==> config.mk <==
export PLATFORM = sky130hd
export DESIGN_NAME = flash_seq
export DESIGN_NICKNAME = d
export VERILOG_FILES = /design/src/rtl/flash_seq_pkg.sv /design/src/rtl/fseq_busy_ctr.sv /design/src/rtl/fseq_ctrl.sv /design/src/rtl/flash_seq.sv
export SDC_FILE = /design/constraint.sdc
export NUM_CORES = 1
export LEC_CHECK = 0
export ABC_AREA = 1
export ABC_CLOCK_PERIOD_IN_PS = 1600
export CORE_ASPECT_RATIO = 1.4
export CORE_MARGIN = 1
export CORE_UTILIZATION = 40
export CTS_BUF_LIST = sky130_fd_sc_hd__clkbuf_8
export CTS_CLUSTER_SIZE = 24
export DETAILED_ROUTE_END_ITERATION = 8
export GPL_ROUTABILITY_DRIVEN = 0
export PLACE_DENSITY = 0.73
export SYNTH_ARGS = -nofsm -noshare
export SYNTH_HDL_FRONTEND = slang
export SYNTH_SLANG_ARGS = --single-unit
==> constraint.sdc <==
create_clock -name clk -period 1.6 [get_ports clk]
set_input_delay 0.4 -clock clk [delete_from_list [all_inputs] [get_ports clk]]
set_output_delay 0.4 -clock clk [all_outputs]
set_load 0.01 [all_outputs]
==> src/rtl/flash_seq_pkg.sv <==
package flash_seq_pkg;

   typedef enum logic [1:0] {
      OP_IDENT  = 2'd0,
      OP_STATUS = 2'd1,
      OP_ARRAY  = 2'd2,
      OP_WAIT   = 2'd3
   } fseq_op_e;

   typedef enum logic [2:0] {
      ST_IDLE,
      ST_CMD,
      ST_RD_A,
      ST_RD_B,
      ST_EXIT
   } fseq_state_e;

   localparam logic [7:0] CMD_IDENT  = 8'h90;
   localparam logic [7:0] CMD_STATUS = 8'h70;
   localparam logic [7:0] CMD_ARRAY  = 8'hFF;

endpackage

==> src/rtl/fseq_busy_ctr.sv <==
module fseq_busy_ctr #(
   parameter int CNT_W    = 16,
   parameter bit SATURATE = 1'b1
) (
   input  logic             clk,
   input  logic             rst_n,
   input  logic             clr,
   input  logic             inc,
   output logic [CNT_W-1:0] cnt
);

   localparam logic [CNT_W-1:0] CNT_MAX = {CNT_W{1'b1}};

   if (CNT_W < 2) begin : g_bad_w
      $error("fseq_busy_ctr: CNT_W must be at least 2");
   end

   logic [CNT_W-1:0] cnt_q;

   if (SATURATE) begin : g_sat
      always_ff @(posedge clk) begin
         if (!rst_n || clr)               cnt_q <= '0;
         else if (inc && cnt_q != CNT_MAX) cnt_q <= cnt_q + 1'b1;
      end
   end else begin : g_wrap
      always_ff @(posedge clk) begin
         if (!rst_n || clr) cnt_q <= '0;
         else if (inc)      cnt_q <= cnt_q + 1'b1;
      end
   end

   assign cnt = cnt_q;


   cnt_step_chk: assert property (@(posedge clk) disable iff (!rst_n)
      (inc && !clr && cnt != CNT_MAX) |=> cnt == CNT_W'($past(cnt) + 1'b1));


   if (SATURATE) begin : g_sat_chk
      cnt_sat_chk: assert property (@(posedge clk) disable iff (!rst_n)
         (cnt == CNT_MAX && !clr) |=> cnt == CNT_MAX);
   end

endmodule

==> src/rtl/fseq_ctrl.sv <==
module fseq_ctrl
   import flash_seq_pkg::*;
#(
   parameter int ADDR_W  = 24,
   parameter int DATA_W  = 8,
   parameter int RDY_BIT = 7,
   parameter int ID2_ADR = 2
) (
   input  logic              clk,
   input  logic              rst_n,
   input  logic [1:0]        op_sel,
   input  logic              start,
   output logic              busy,
   output logic              done,
   output logic [DATA_W-1:0] res_lo,
   output logic [DATA_W-1:0] res_hi,
   output logic              cnt_clr,
   output logic              cnt_inc,
   output logic              acc_req,
   output logic              acc_wr,
   output logic [ADDR_W-1:0] acc_addr,
   output logic [DATA_W-1:0] acc_wdata,
   input  logic              acc_ack,
   input  logic [DATA_W-1:0] acc_rdata
);

   localparam logic [ADDR_W-1:0] BASE_ADR = '0;
   localparam logic [ADDR_W-1:0] HI_ADR   = ADDR_W'(ID2_ADR);

   if (DATA_W < 8) begin : g_bad_d
      $error("fseq_ctrl: DATA_W must hold an 8-bit command");
   end
   if (RDY_BIT >= DATA_W) begin : g_bad_r
      $error("fseq_ctrl: RDY_BIT outside data width");
   end

   fseq_state_e       state_q, state_d;
   fseq_op_e          op_q;
   logic              done_q;
   logic [DATA_W-1:0] lo_q, hi_q;
   logic              hit, accept;

   assign hit    = acc_req && acc_ack;
   assign accept = start && state_q == ST_IDLE;

   always_comb begin
      acc_req   = state_q != ST_IDLE;
      acc_wr    = state_q == ST_CMD || state_q == ST_EXIT;
      acc_addr  = (state_q == ST_RD_B) ? HI_ADR : BASE_ADR;
      if (state_q == ST_EXIT)       acc_wdata = DATA_W'(CMD_ARRAY);
      else if (op_q == OP_IDENT)    acc_wdata = DATA_W'(CMD_IDENT);
      else                          acc_wdata = DATA_W'(CMD_STATUS);
   end

   always_comb begin
      state_d = state_q;
      unique case (state_q)
         ST_IDLE: if (start) state_d = (fseq_op_e'(op_sel) == OP_ARRAY) ? ST_EXIT : ST_CMD;
         ST_CMD:  if (hit)   state_d = ST_RD_A;
         ST_RD_A: if (hit) begin
            unique case (op_q)
               OP_IDENT: state_d = ST_RD_B;
               OP_WAIT:  state_d = acc_rdata[RDY_BIT] ? ST_EXIT : ST_RD_A;
               default:  state_d = ST_EXIT;
            endcase
         end
         ST_RD_B: if (hit)   state_d = ST_EXIT;
         ST_EXIT: if (hit)   state_d = ST_IDLE;
         default:            state_d = ST_IDLE;
      endcase
   end

   always_ff @(posedge clk) begin
      if (!rst_n) begin
         state_q <= ST_IDLE;
         op_q    <= OP_IDENT;
         done_q  <= 1'b0;
         lo_q    <= '0;
         hi_q    <= '0;
      end else begin
         state_q <= state_d;
         done_q  <= hit && state_q == ST_EXIT;
         if (accept) begin
            op_q <= fseq_op_e'(op_sel);
            lo_q <= '0;
            hi_q <= '0;
         end
         if (hit && state_q == ST_RD_A) lo_q <= acc_rdata;
         if (hit && state_q == ST_RD_B) hi_q <= acc_rdata;
      end
   end

   assign cnt_clr = accept;
   assign cnt_inc = hit && state_q == ST_RD_A && op_q == OP_WAIT;
   assign busy    = state_q != ST_IDLE;
   assign done    = done_q;
   assign res_lo  = lo_q;
   assign res_hi  = hi_q;


   wr_base_chk: assert property (@(posedge clk) disable iff (!rst_n)
      (acc_req && acc_wr) |-> acc_addr == BASE_ADR);


   wr_code_chk: assert property (@(posedge clk) disable iff (!rst_n)
      (acc_req && acc_wr) |-> (acc_wdata == DATA_W'(CMD_IDENT) ||
                               acc_wdata == DATA_W'(CMD_STATUS) ||
                               acc_wdata == DATA_W'(CMD_ARRAY)));


   done_after_array_chk: assert property (@(posedge clk) disable iff (!rst_n)
      done |-> $past(acc_req && acc_ack && acc_wr && acc_wdata == DATA_W'(CMD_ARRAY)));


   done_pulse_chk: assert property (@(posedge clk) disable iff (!rst_n)
      done |=> !done);


   op_hold_chk: assert property (@(posedge clk) disable iff (!rst_n)
      (busy && start) |=> $stable(op_q));


   res_hold_chk: assert property (@(posedge clk) disable iff (!rst_n)
      (!busy && !start) |=> ($stable(res_lo) && $stable(res_hi)));

endmodule

==> src/rtl/flash_seq.sv <==
module flash_seq #(
   parameter int ADDR_W   = 24,
   parameter int DATA_W   = 8,
   parameter int CNT_W    = 16,
   parameter int RDY_BIT  = 7,
   parameter bit SATURATE = 1'b1
) (
   input  logic              clk,
   input  logic              rst_n,
   input  logic [1:0]        op_sel,
   input  logic              start,
   output logic              busy,
   output logic              done,
   output logic [DATA_W-1:0] res_lo,
   output logic [DATA_W-1:0] res_hi,
   output logic [CNT_W-1:0]  busy_time,
   output logic              acc_req,
   output logic              acc_wr,
   output logic [ADDR_W-1:0] acc_addr,
   output logic [DATA_W-1:0] acc_wdata,
   input  logic              acc_ack,
   input  logic [DATA_W-1:0] acc_rdata
);

   if (ADDR_W < 2) begin : g_bad_a
      $error("flash_seq: ADDR_W must reach address 2");
   end

   logic cnt_clr, cnt_inc;

   fseq_ctrl #(
      .ADDR_W  (ADDR_W),
      .DATA_W  (DATA_W),
      .RDY_BIT (RDY_BIT),
      .ID2_ADR (2)
   ) u_ctrl (
      .clk       (clk),
      .rst_n     (rst_n),
      .op_sel    (op_sel),
      .start     (start),
      .busy      (busy),
      .done      (done),
      .res_lo    (res_lo),
      .res_hi    (res_hi),
      .cnt_clr   (cnt_clr),
      .cnt_inc   (cnt_inc),
      .acc_req   (acc_req),
      .acc_wr    (acc_wr),
      .acc_addr  (acc_addr),
      .acc_wdata (acc_wdata),
      .acc_ack   (acc_ack),
      .acc_rdata (acc_rdata)
   );

   fseq_busy_ctr #(
      .CNT_W    (CNT_W),
      .SATURATE (SATURATE)
   ) u_ctr (
      .clk   (clk),
      .rst_n (rst_n),
      .clr   (cnt_clr),
      .inc   (cnt_inc),
      .cnt   (busy_time)
   );

endmodule

# After elaboration in Yosys (flattened, before gate mapping)
# Cells that the tools add are included.
# totals
input_bits,14
reg_bits,38
out_inout_bits,68
# op_classes
addsub,1
n_eq_ne,12
n_reduce_logical,16
n_mux,15
# op_table
cell,count
$mux W8,5
$mux W3,7
$add A16 B1 Y16 const B,1
$ne A16 B16 Y1 const B,1
$pmux W3 S5,1
$ne A2 B1 Y1 const B,4
$logic_and A1 B1 Y1,7
$eq A3 B2 Y1 const B,2
$pmux W3 S2,1
$reduce_and A5 Y1,1
$eq A2 B2 Y1 const B,2
$reduce_bool A2 Y1,2
$eq A3 B1 Y1 const B,1
$eq A3 B3 Y1 const B,1
$logic_not A3 Y1,1
$reduce_bool A3 Y1,1
$logic_not A2 Y1,1
$logic_or A1 B1 Y1,2
$mux W2,1
$ne A2 B2 Y1 const B,1
$logic_not A1 Y1,1

# Logic depth before layout (Yosys ltp)
# Gate-level depths: netlist (run 1).
# logic_depth
ltp_word,5
depth_mapped,9
depth_no_buf,9

# Cells and area by module
# From an unflattened synthesis (run 1), not the netlist that was laid out.
# hier_totals
cells_unflattened,317
area_unflattened_um2,2178.3
# modules_own_cells
module,area_per_inst_um2,cells_per_inst,instances,seq_area_each_um2
fseq_ctrl,1216.2,172,1,440.4
fseq_busy_ctr,962.2,145,1,320.3

# Worst setup path after synthesis (run 1)
# No wires, ideal clock.
# synth_path
path_type,register -> output
from,register u_ctrl.state_q[1]
to,output port acc_wdata[6]
stages_incl_launch_ff,7
required_time_ns,1.200
slack_ns,-0.023
arrival_time_ns,1.223
path_cell_list,dfxtp_1 -> nor2_1 -> inv_1 -> nor2_1 -> inv_1 -> nand2_1 -> buf_4
# synth_via
elab_chain_cells,2
# synth_rtl
item,line_no,source
"start, declared",fseq_ctrl.sv:37,"fseq_state_e state_q, state_d;"
"start signal, assigned",fseq_ctrl.sv:81,state_q <= state_d;
$eq A3 B3 Y1,fseq_ctrl.sv:50,if (state_q == ST_EXIT) acc_wdata = DATA_W'(CMD_ARRAY);
$mux W8,fseq_ctrl.sv:50,
"end, declared",flash_seq.sv:20,"output logic [DATA_W-1:0] acc_wdata,"
# No other way between the ends.

# Worst setup path in the final report (run 1)
# layout_path
from,register u_ctrl.state_q[1]
to,output port acc_wr
# layout_via
elab_chain_cells,2
# layout_rtl
item,line_no,source
$eq A3 B1 Y1 or $eq A3 B3 Y1 (tied branches),fseq_ctrl.sv:48,acc_wr = state_q == ST_CMD || state_q == ST_EXIT;
$logic_or A1 B1 Y1 *,fseq_ctrl.sv:48,
"end, declared",flash_seq.sv:18,"output logic acc_wr,"
# Mark *: on every way between the ends. The rest lies on a longest branch, timed or not.

==> flow_summary_export.csv, run 1 <==
group,metric,value,unit
worst_setup_path,crit_fanout,3,
synthesis,ys_seq_area_share,34.68,%
synthesis,synth_area_leaders,"dfxtp_1 (35%), nand2_1 (13%), buf_4 (9.9%)",
placed_design,detailed_place_hpwl,4082,um
worst_setup_path,critPathMaxStageDelay,370,ps
global_routing,grt_pass1_vias,2134,
cts,clock_latency,290,ps
layout,syn2layout_area_growth,45.18,%
routing,wire_per_inst,11.30,um
worst_setup_path,endpoint_kind,"output pin",
floorplan,die_height,89.62,um
global_routing,grt_max_degree,17,
global_routing,overflow,0,
power_and_ir_drop,peakVddDrop,0.7848,mV
synthesis,yosys_warnings,0,
power_and_ir_drop,powerDensity,1033,mW/mm^2
sta,drv_slew,0,
global_routing,grt_antenna_before_repair,0,
worst_setup_path,crit_type,"reg2out",
routing,finalWirelength,5321,um
sta,clock_skew,6.011,ps
sta,rsz0062_at_grt,"true",
routing,drc,0,
floorplan,initial_core_util,41.89,%
hold_path,hp-class,"reg2reg",
sta,hold_violations,0,
floorplan,ios,82,
sta,fin_crit_sh,98.44,%
worst_setup_path,r2r_slack,110,ps
worst_setup_path,crit_buf_inv,2,
floorplan,dieArea,0.005788,sq mm
power_and_ir_drop,total_power,0.003288,W
synthesis,synth_seq_cells,38,
synthesis,synth_top_area_share,34.68,%
power_and_ir_drop,total_leakage_power,1.629,nW
worst_setup_path,slowest_stage,"dfxtp_4",
synthesis,synthMostInstantiatedCell,"nand2_1",
placed_design,place.port_buffers,57,
cts,cts_buffer_depth,2,
cts,cts-root-buf,"clkbuf_8",
sta,fmax,634.9,MHz
floorplan,die_w,64.59,um
cts,cts_made_buffers,5,
routing,drt_pass1_iterations,4,
cts,cts_max_level,2,
worst_setup_path,cp.required,1200,ps
layout,n_fill_cell,474,
routing,initialDrtViolationCount,94,
synthesis,syn_area,0.002193,sq mm
cts,clk_pin_slew,80,ps
global_routing,grt_usage,19.40,%
synthesis,synth_cells,309,
global_routing,grt_first_pass_wirelength,8790,um
synthesis,ys.flop_type,"dfxtp_1",
sta,setup_viol,0,
sta,finalCriticalPeriod,1575,ps
layout,drive_above_1_share,27.65,%
synthesis,yosys.area.top_type,"dfxtp_1",
worst_setup_path,start_kind,"flip-flop",
synthesis,syn_avg_cell_area,7.098,sq um
synthesis,yosysUniqueCellTypes,30,
floorplan,rows,31,
layout,fin_nets,422,
routing,viasPerCell,4.800,
synthesis,synth_commonest_cells,"nand2_1 (74), dfxtp_1 (38), nand3_1 (32)",
synthesis,async_flop_share,0,%
routing,ant_nets,0,
worst_setup_path,crit_chain,"buf_4, nor3_4, or2_4, buf_6",
worst_setup_path,critical-path-top-delay-family,"flip-flops",
run_status,status,"completed",
routing,num_vias,2261,
cts,cts_tree,"done",
worst_setup_path,critPathArrivalTime,1180,ps
floorplan,core-area,0.005236,sq mm
placed_design,dpl.cell_count,461,
synthesis,synth-edff-count,0,
layout,final_cells,471,
job,maxCapViolCount,0,
layout,diodes,0,
cts,clock_sinks,38,
## timing repair
item / in CTS / in global routing
endpoints found under the setup margin: 26 / 28
hold buffers: 0 / 0
pin swaps: 2 / 4
buffers inserted: 1 / 1
resized for setup: 66 / 36
## layer usage
metal / share of wire, % / track usage [%] / vias up
met5: 0 / 0 / -
met3: 5.5 / 4.167 / 18
met1: 38 / 20.19 / 1015
li1: - / - / 1132
met4: 3.1 / 8.081 / 0
met2: 53 / 37.42 / 96
## cell type report
type                            instances  area [sq um]  area share (%)
Multi-Input combinational cell        233          1214           38.11
Timing Repair Buffer                  101         900.9           28.29
Sequential cell                        38         778.2           24.44
Inverter                               25         95.09           2.986
Tap cell                               66         82.58           2.593
Clock buffer                            5         68.82           2.161
Clock inverter                          3         45.04           1.415
## per-stage QoR
stage	hold slack, ps	util, %	area [sq um]	setup WS (ps)	TNS (ps)
global placement	447.9	57.37	3004	-78.43	-1689
detailed placement	457.2	57.37	3004	-134.2	-2293
global route	481.7	60.81	3184	-14.68	-80.11
finish	464.8	60.81	3184	24.96	0
floorplan	473.4	-	2281	8.839	0
CTS	469.5	59.00	3089	-27.42	-59.04
## power by group
group | switching, W | internal, W | leakage (nW) | total (W)
Clock | 0.000357 | 0.000464 | 0.0504 | 0.000821
Sequential | 0.0000586 | 0.00103 | 0.313 | 0.00109
Combinational | 0.000724 | 0.000657 | 1.27 | 0.00138
## path summary, 6_finish.rpt
| kind | start | end | cells past startpoint |
|---|---|---|---|
| max | u_ctrl.state_q[1] | acc_wr | 4 |
| min reg2reg | u_ctrl.res_lo[0] | u_ctrl.res_lo[0] | 2 |
| min | u_ctrl.res_lo[0] | u_ctrl.res_lo[0] | 2 |
| max reg2reg | u_ctrl.state_q[2] | u_ctr.cnt[3] | 8 |
## placed cells by master (no fill, tap or decap), types with 2 or more instances in the layout
cell type	instances
clkbuf_8	5
conb_1	24
o21ai_0	4
ha_1	2
nor2_1	24
buf_4	43
clkbuf_2	2
buf_2	6
nand2_1	73
nand4_1	4
xor2_1	3
inv_1	19
inv_2	4
nand2_2	7
dfxtp_1	26
dlymetal6s2s_1	16
clkinvlp_4	2
nand3_1	32
a21oi_2	10
nor2_4	6
dlygate4sd2_1	13
a21oi_1	27
ha_2	2
xnor2_1	4
nor2_2	2
dfxtp_2	11
buf_6	3
clkdlybuf4s50_1	17
## kinds of logic (layout without fill, tap and decap cells)
| family | count (synthesis) | in the layout | share of synthesized area, % |
|---|---|---|---|
| AO/OA/AOI/OAI | 44 | 44 | 12.21 |
| XOR/XNOR | 7 | 7 | 2.795 |
| adder cells (fa/ha/maj) | 4 | 4 | 2.282 |
| buffers and inverters | 60 | 134 | 16.09 |
| flip-flops | 38 | 38 | 34.68 |
| other | 2 | 24 | 0.3424 |
| AND/OR/NAND/NOR | 154 | 154 | 31.60 |
## state kept, by name, summed over array words and instances, names as in the netlist
signal          count
u_ctrl.state_q      3
u_ctr.cnt          16
u_ctrl.res_lo       8
u_ctrl.op_q         2
u_ctrl.done         1
u_ctrl.res_hi       8
## worst min-delay path: cells and delay by family (launching register included)
kind | cells | cell delay (ps)
AO/OA/AOI/OAI | 1 | 50
flip-flops | 1 | 310
AND/OR/NAND/NOR | 1 | 60
No activity file was read; power rests on OpenSTA's default activity.
==> run 2, diff against run 1 <==
CORE_MARGIN = unset   (was 1)
DONT_BUFFER_PORTS = 1   (was unset)
PLACE_DENSITY = 0.53   (was 0.73)
==> flow_summary_export.csv, run 2 (synthesized netlist as in run 1, its figures left out) <==
group,metric,value,unit
run_status,status,"completed",
worst_setup_path,endpoint_kind,"output pin",
power_and_ir_drop,total_leakage_power,0.9829,nW
sta,fin_crit_sh,99.80,%
global_routing,grt_usage,17.36,%
worst_setup_path,cp.required,1200,ps
worst_setup_path,slowest_stage,"dfxtp_2",
layout,diodes,0,
global_routing,grt_max_degree,20,
hold_path,hp-class,"in2reg",
routing,drc,0,
job,maxCapViolCount,0,
placed_design,place_ws,58.48,ps
cts,clock_latency,300,ps
worst_setup_path,crit_buf_inv,1,
layout,largest_reg_flops,16,
routing,finalWirelength,5031,um
worst_setup_path,crit_fanout,4,
layout,fin_nets,351,
global_routing,grt_antenna_before_repair,0,
floorplan,core-area,0.005236,sq mm
worst_setup_path,critical-path-top-delay-family,"simple AND/OR/NAND/NOR gates",
layout,final_area,0.002487,sq mm
cts,cts_max_level,2,
layout,mostFrequentLayoutCells,"nand2_1 (71), dfxtp_1 (35), nand3_1 (32)",
routing,num_vias,1929,
sta,finalSetupTns,0,ps
sta,drv_slew,0,
sta,clock_skew,5.336,ps
floorplan,initial_core_util,41.89,%
global_routing,overflow,0,
placed_design,placed_area,0.002323,sq mm
routing,viasPerCell,4.823,
layout,fin_util,47.50,%
power_and_ir_drop,powerDensity,1113,mW/mm^2
cts,clk_pin_slew,80,ps
routing,initialDrtViolationCount,73,
placed_design,detailed_place_hpwl,3706,um
floorplan,rows,31,
sta,finalCriticalPeriod,1597,ps
cts,clock_sinks,38,
layout,syn2layout_area_growth,13.41,%
cts,cts_buffer_depth,2,
cts,ctsHoldBuffers,0,
routing,drt_pass1_iterations,4,
sta,holdWs,216.9,ps
sta,setup_viol,0,
worst_setup_path,start_kind,"flip-flop",
routing,wire_per_inst,12.58,um
floorplan,ios,82,
power_and_ir_drop,peakVddDrop,0.6443,mV
worst_setup_path,crit_type,"reg2out",
layout,drive_above_1_share,23.35,%
sta,hold_violations,0,
cts,cts-root-buf,"clkbuf_8",
worst_setup_path,critPathMaxStageDelay,400,ps
layout,n_fill_cell,574,
worst_setup_path,crit_chain,"nor2_4, inv_1, nor2_4, or2_2",
sta,rsz0062_at_grt,"true",
floorplan,die_w,64.59,um
routing,ant_nets,0,
floorplan,die_height,89.62,um
layout,layout_commonest_cell,"nand2_1",
sta,fmax,626.3,MHz
sta,finalWorstSetupSlack,3.197,ps
worst_setup_path,critPathArrivalTime,1200,ps
cts,cts_made_buffers,5,
floorplan,dieArea,0.005788,sq mm
cts,cts_tree,"done",
global_routing,grt_pass1_vias,1813,
placed_design,place.port_buffers,0,
global_routing,grt_first_pass_wirelength,7734,um
worst_setup_path,crit_top_cell,"nor2_4",
-- run 2: cell types whose count changed in the layout (fill, tap and decap cells not counted), moves of 6 or more --
cell,change
buf_2,-6
buf_4,-14
clkdlybuf4s50_1,-17
dfxtp_1,+9
dfxtp_2,-9
dlygate4sd2_1,-13
dlymetal6s2s_1,-16
-- run 2: routing by layer --
metal | global-route usage, % | vias up | part of all wire [%]
met3 | 5.303 | 11 | 6.2
met5 | 0 | - | 0
met4 | 8.485 | 0 | 2.0
li1 | - | 995 | -
met2 | 32.73 | 54 | 52
met1 | 17.23 | 869 | 39
-- run 2: final cells by class --
type	count	area [sq um]	area share [%]
Timing Repair Buffer	29	217.7	8.753
Sequential cell	38	767.0	30.83
Inverter	25	95.09	3.823
Multi-Input combinational cell	234	1211	48.69
Clock inverter	3	45.04	1.811
Clock buffer	5	68.82	2.767
Tap cell	66	82.58	3.320
-- run 2: through the flow --
stage | total power, W | std cells
finish | 0.002769 | 400
CTS | 0.002757 | 399
floorplan | 0.001795 | 331
global placement | 0.001879 | 391
global route | 0.002935 | 400
detailed placement | 0.001876 | 391
-- run 2: path summary, 6_finish.rpt --
path | cells past startpoint | slack, ps | start | end
min | 2 | 220 | rst_n | u_ctrl.state_q[1]
min reg2reg | 2 | 520 | u_ctrl.res_lo[6] | u_ctrl.res_lo[6]
max reg2reg | 7 | 120 | u_ctr.cnt[6] | u_ctr.cnt[14]
max | 4 | 3 | u_ctrl.state_q[0] | acc_wr
-- run 2: power breakdown --
part           internal (W)  leakage, nW  total, W  switching, W
registers           0.00102        0.309   0.00111     0.0000893
clock network      0.000464       0.0504  0.000833      0.000369
logic              0.000260        0.624  0.000824      0.000564
total               0.00175        0.983   0.00277       0.00102
-- run 2: timing repair --
item,4_1_cts,5_1_grt
resized for setup,8,9
setup endpoints to repair,9,24
cloned,0,1
pin swaps,0,3
buffers inserted,0,0
